<file path="src/rtl/warm_rst_seq.sv">
module warm_rst_seq #(
  parameter int HS_TIMEOUT = 65535,
  parameter int DLY_W      = 8,
  parameter int PIN_W      = 20,
  parameter int MIN_DLY    = 17
) (
  input  logic              clk,
  input  logic              rst_n,
  input  logic [4:0]        cold_req,
  input  logic [6:0]        warm_req,
  input  logic [1:0]        dbg_req,
  input  logic [DLY_W-1:0]  cfg_rel_dly,
  input  logic [PIN_W-1:0]  cfg_pin_len,
  input  logic [4:0]        cfg_hs_en,
  input  logic              clr_we,
  input  logic [31:0]       clr_mask,
  input  logic [4:0]        hs_ack,
  output logic [4:0]        hs_req,
  output logic              clk_rst,
  output logic              sys_rst,
  output logic              pin_rst_n,
  output logic              busy,
  output logic [31:0]       cause
);

  localparam int TW = $clog2(HS_TIMEOUT + 1);
  localparam int CW = ((PIN_W > DLY_W) ? PIN_W : DLY_W) + 1;

  typedef enum logic [2:0] {S_IDLE, S_HS, S_RST, S_REL, S_COLD} st_t;

  st_t             st;
  logic [2:0]      idx;
  logic [TW-1:0]   tmo;
  logic [CW-1:0]   cnt;
  logic [6:0]      warm_q;

  logic [7:0]      en_ext, ack_ext;
  logic            hs_on, hs_tmo, hs_done, rst_last, rel_last;
  logic [CW-1:0]   dly_eff;
  logic [4:0]      tmo_vec;
  logic [31:0]     ev;

  assign en_ext   = {3'b000, cfg_hs_en};
  assign ack_ext  = {3'b000, hs_ack};
  assign hs_on    = en_ext[idx];
  assign hs_tmo   = (st == S_HS) && hs_on && !ack_ext[idx] && (tmo == TW'(HS_TIMEOUT - 1));
  assign hs_done  = (st == S_HS) && (!hs_on || ack_ext[idx] || hs_tmo);
  assign tmo_vec  = (5'b00001 << idx) & {5{hs_tmo}};

  assign dly_eff  = (cfg_rel_dly < DLY_W'(MIN_DLY)) ? CW'(MIN_DLY) : CW'(cfg_rel_dly);
  assign rst_last = (cnt + 1'b1) >= CW'(cfg_pin_len);
  assign rel_last = (cnt + 1'b1) >= dly_eff;

  assign ev = {3'b000, tmo_vec, 4'b0000, dbg_req, 2'b00, warm_req[6:3], 1'b0,
               warm_req[2:0], 3'b000, cold_req};

  assign hs_req    = (st == S_HS) ? (cfg_hs_en & (5'b00001 << idx)) : 5'b00000;
  assign clk_rst   = (st == S_RST) || (st == S_COLD);
  assign sys_rst   = clk_rst || (st == S_REL);
  assign pin_rst_n = !(((st == S_RST) && (cfg_pin_len != '0)) || (st == S_COLD));
  assign busy      = (st != S_IDLE);

  always_ff @(posedge clk or negedge rst_n) begin
    if (!rst_n) begin
      st     <= S_COLD;
      idx    <= '0;
      tmo    <= '0;
      cnt    <= '0;
      warm_q <= '0;
      cause  <= '0;
    end else begin
      warm_q <= warm_req;
      cause  <= (cause & ~(clr_we ? clr_mask : 32'h0)) | ev;
      if (|cold_req) begin
        st  <= S_COLD;
        cnt <= '0;
      end else begin
        case (st)
          S_IDLE: if (|(warm_req & ~warm_q)) begin
            st  <= S_HS;
            idx <= '0;
            tmo <= '0;
          end
          S_HS: if (hs_done) begin
            tmo <= '0;
            if (idx == 3'd4) begin
              st  <= S_RST;
              cnt <= '0;
            end else begin
              idx <= idx + 3'd1;
            end
          end else begin
            tmo <= tmo + 1'b1;
          end
          S_RST: if (rst_last) begin
            st  <= S_REL;
            cnt <= '0;
          end else begin
            cnt <= cnt + 1'b1;
          end
          S_REL: if (rel_last) st <= S_IDLE;
                 else cnt <= cnt + 1'b1;
          S_COLD: begin
            st  <= S_REL;
            cnt <= '0;
          end
          default: st <= S_COLD;
        endcase
      end
    end
  end

endmodule

</file>
<file path="config.mk">
export PLATFORM = sky130hd
export DESIGN_NAME = warm_rst_seq
export DESIGN_NICKNAME = d
export VERILOG_FILES = /design/src/rtl/warm_rst_seq.sv
export SDC_FILE = /design/constraint.sdc
export NUM_CORES = 1
export LEC_CHECK = 0
export ABC_AREA = 0
export BUFFER_PORTS_ARGS = -buffer_cell sky130_fd_sc_hd__buf_2
export CORE_MARGIN = 2
export CORE_UTILIZATION = 54
export CTS_CLUSTER_SIZE = 40
export DETAILED_ROUTE_END_ITERATION = 7
export MAX_ROUTING_LAYER = met4
export PLACE_DENSITY = 0.83
export SLEW_MARGIN = 15
export SYNTH_ARGS = -nofsm -noshare
export SYNTH_HDL_FRONTEND = slang
export SYNTH_SLANG_ARGS = --single-unit
</file>
<file path="constraint.sdc">
create_clock -name clk -period 4.6 [get_ports clk]
set_input_delay 0.46 -clock clk [delete_from_list [all_inputs] [get_ports clk]]
set_output_delay 0.46 -clock clk [all_outputs]
set_load 0.01 [all_outputs]
</file>
==> metrics.log <==
INFO  metric outcome = finished, final reports clean
INFO  metric fp.dieH = between 100 and 150 µm
INFO  metric first_global_vias = 4,432
INFO  metric cts.sink_count = between 80 and 90
INFO  metric hp-class = input port to flip-flop
INFO  metric worst_ep_required_time = just under 5000 ps
INFO  metric clkTransAtPathRegs = roughly 90 ps
INFO  metric overall_power_after_layout = ~0.0014 W
INFO  metric cts_buffer_depth = 2
INFO  metric nets = between 800 and 900
INFO  metric cap_viol_max_count = 0
INFO  metric timing.setup.critical_path_class = flip-flop to flip-flop
INFO  metric synth_cells = around 560
INFO  metric power.clock.fraction = about two fifths
INFO  metric combPwrFrac = about 9%
INFO  metric dp_worst_setup_slack = about 230 ps
INFO  metric grt_max_degree = 83
INFO  metric critPathMaxFanout = 19
INFO  metric die_x = just over 100 µm
INFO  metric syn_area = 0.00506 mm²
INFO  metric holdBufCountCts = 0
INFO  metric post_cts_setup_repair_bufs = 0
INFO  metric intPower = around 0.0010 W
INFO  metric avgViaCountPerCell = a little under 6
INFO  metric ys_seq_area_share = about two fifths
INFO  metric cts_resized = 0
INFO  metric detailed_routing_iteration_count_for_the_pre_antenna_repair_pass = 5
INFO  metric power.share.sequential = roughly 52%
INFO  metric final_common_cell = sky130_fd_sc_hd__buf_2
INFO  metric vdd.ir_drop.worst = between 0.0001 and 0.00015 V
INFO  metric ys_dominant_reg_cell = sky130_fd_sc_hd__dfrtp_1
INFO  metric holdPathStages = 1
INFO  metric leakagePower = between 2 and 3 nW
INFO  metric syn-mean-instance-area = just over 9 µm²
INFO  metric timing.setup.tns = 0 ps
INFO  metric antenna_violating_nets_post_route = 0
INFO  metric cts_tree = built
INFO  metric row_count = 35
INFO  metric clock_latency_on_the_worst_skew_pair = roughly 360 ps
INFO  metric layout_worst_path_cycle_share = between 90% and 100%
INFO  metric switching_share = 25.6%
INFO  metric synth-seq-cells = between 80 and 90
INFO  metric core = 0.00915 mm²
INFO  metric r2r.worst_path.cells = 15
INFO  metric io_pins = between 100 and 150
INFO  metric worstSetupStartpointType = flip-flop
INFO  metric slew-limit-headroom = between 30 and 40%
INFO  metric crit_path_end_kind = flip-flop
INFO  metric final_setup_violation_count = 0
INFO  metric unrepaired_setup_endpoints_after_global_routing = no
INFO  metric fin_crit = roughly 4200 ps
INFO  metric crit_arrival = ~4500 ps
INFO  metric powerDensity = between 200 and 250 mW/mm²
INFO  metric number_of_buffers_inserted_during_clock_tree_synthesis = 9
INFO  metric totalWireLength = around 13 mm
INFO  metric detailroute.via_count = 4,620
INFO  metric port_buffers = about 130
INFO  metric final_layout_size_suffix_gt1_share = 23.6%
INFO  metric dr_iter_0_viols = around 170
INFO  metric detail_route.drc_violations = 0
INFO  metric antenna_cells_inserted = 0
INFO  metric ys_warn_count = 0
INFO  metric cts_htree_levels = 3
INFO  metric start_util = approximately 55%
INFO  metric globalRouteOverflowTotal = 0
INFO  metric global_route.usage.total = between 20% and 30%
INFO  metric final_cell_mix = sky130_fd_sc_hd__buf_2, sky130_fd_sc_hd__dfrtp_1, sky130_fd_sc_hd__nand2_1
INFO  metric worst_slew_pin_slew = a little over 1000 ps
INFO  metric syn_nets = just under 700
INFO  metric post-dp-hpwl = approximately 9.8 mm
INFO  metric synthArstFlopShare = 100%
INFO  metric clockRootBuffer = sky130_fd_sc_hd__clkbuf_8
INFO  metric timing.clock.skew = 13.8 ps
INFO  metric hold_viol = 0
INFO  metric ys_types = 63
INFO  metric finish.cell_count_without_fillers = approximately 800
INFO  metric area_growth = 18.1%
INFO  metric global_route_wire_length_before_repair = 20.8 mm
INFO  metric numPlacedInstances = 782
INFO  metric gp_congestion = a little under 1
INFO  metric clock.fmax = about 240 MHz
INFO  metric number_of_synthesized_flops_with_an_enable_pin = 0
INFO  metric final_critical_path_setup_slack = roughly 420 ps
INFO  metric antenna_found_initial = 0
INFO  metric routedWlPerCell = 16.0 µm
INFO  metric timing.final.max_slew_violations = 0
INFO  metric die_outline_area = about 0.010 mm²
INFO  metric power_switching = between 0.0003 and 0.0004 W
critical path: stages (launching register included):
cell and delay (ps):
sky130_fd_sc_hd__dfrtp_1 470, sky130_fd_sc_hd__ha_1 220, sky130_fd_sc_hd__inv_1 90, sky130_fd_sc_hd__nor4_1 480, sky130_fd_sc_hd__nand2_1 160, sky130_fd_sc_hd__nor3_1 270, sky130_fd_sc_hd__nand3_1 190, sky130_fd_sc_hd__xnor2_1 160
sky130_fd_sc_hd__ha_1 290, sky130_fd_sc_hd__a211oi_1 260, sky130_fd_sc_hd__o211ai_1 170, sky130_fd_sc_hd__a41oi_1 210, sky130_fd_sc_hd__a211oi_1 140, sky130_fd_sc_hd__o21ai_1 230, sky130_fd_sc_hd__nor2b_4 520, sky130_fd_sc_hd__mux2_2 260
through the flow:
stage                     hold slack [ps]  instance area (µm²)  utilization, %
final                                 237                 5980            65.3
after global routing                  225                 5980            65.3
after detailed placement              460                 5760            63.0
after CTS                             231                 5970            65.2
after floorplan                       164                 5060               -
after global placement                456                 5760            63.0
cell usage after synthesis, types with 2 or more instances:
master                      n  area [µm²]
sky130_fd_sc_hd__o211ai_1   4        30.0
sky130_fd_sc_hd__o21ai_0   30         150
sky130_fd_sc_hd__clkbuf_1  10        37.5
sky130_fd_sc_hd__a22oi_1    2        15.0
sky130_fd_sc_hd__a22o_1    18         158
sky130_fd_sc_hd__buf_2      4        20.0
sky130_fd_sc_hd__a21o_1    16         120
sky130_fd_sc_hd__a21oi_1   10        50.1
sky130_fd_sc_hd__or4_1      3        22.5
sky130_fd_sc_hd__xor2_1    12         105
sky130_fd_sc_hd__a41oi_1    3        26.3
sky130_fd_sc_hd__xnor2_1   14         123
sky130_fd_sc_hd__or2_2      4        25.0
sky130_fd_sc_hd__nand2b_1   5        31.3
sky130_fd_sc_hd__buf_6      2        22.5
sky130_fd_sc_hd__inv_1     43         161
sky130_fd_sc_hd__dfrtp_1   81        2030
sky130_fd_sc_hd__and2_1     5        31.3
sky130_fd_sc_hd__a31oi_1    3        18.8
sky130_fd_sc_hd__a21boi_0  15         113
sky130_fd_sc_hd__nand4_1    6        37.5
sky130_fd_sc_hd__or3_1      3        18.8
sky130_fd_sc_hd__nor4_1    15        93.8
sky130_fd_sc_hd__a211oi_1   4        30.0
sky130_fd_sc_hd__nor2b_1    5        31.3
sky130_fd_sc_hd__nand2_1   72         270
sky130_fd_sc_hd__and3_1     9        56.3
sky130_fd_sc_hd__ha_1      36         450
sky130_fd_sc_hd__o31ai_1    7        52.6
sky130_fd_sc_hd__o21a_1     3        22.5
sky130_fd_sc_hd__nand3_1   26         130
sky130_fd_sc_hd__mux2i_1    4        40.0
sky130_fd_sc_hd__nor2_1    35         131
sky130_fd_sc_hd__a32o_1     2        20.0
sky130_fd_sc_hd__nor3_1    13        65.1
sky130_fd_sc_hd__and4_1     7        61.3
cell type report:
type,count,area [µm²]
timing repair buffer,132,676
tap,111,139
sequential,82,2050
clock buffer,9,124
clock inverter,7,80.1
fill,757,3170
inverter,44,165
multi-input combinational,413,2740
sequential cells by signal, indices dropped and copies added (netlist names):
name / cells
warm_q: 7
st: 3
tmo: 16
idx: 3
cnt: 21
cause: 32
power by group through the flow:
stage / combinational, W / sequential (W) / clock [W]
5_1_grt: 0.000143 / 0.000740 / 0.000583
2_1_floorplan: 0.0000449 / 0.000756 / 0
6_report: 0.000126 / 0.000738 / 0.000543
3_3_place_gp: 0.000122 / 0.000752 / 0
3_5_place_dp: 0.000127 / 0.000753 / 0
4_1_cts: 0.000127 / 0.000738 / 0.000555
cell families after synthesis:
family	Yosys count	synth area share (%)
buf+inv	63	5.49
xor+xnor	26	4.50
flops	82	40.6
fa+ha+maj	36	8.90
simple gates	218	21.7
mux	5	1.01
compound gates	128	17.9
path summary, 6_finish.rpt:
check	startpoint	endpoint	slack [ps]
worst max-delay path	cnt[0]	cnt[0]	420
worst min-delay path	warm_req[2]	warm_q[2]	240
worst max register to register	cnt[0]	cnt[0]	420
worst min register to register	cause[0]	cause[0]	480
max in group asynchronous	rst_n	tmo[5]	3680
min in group asynchronous	rst_n	cause[4]	270
layer usage:
layer	up-vias	GRT usage, %	share of wire (%)
met5	-	-	0
met4	0	9.38	2.7
met3	32	4.16	5.2
met2	161	44.5	48
met1	2185	33.2	44
li1	2242	-	-
(Power assumes the default switching activity.)
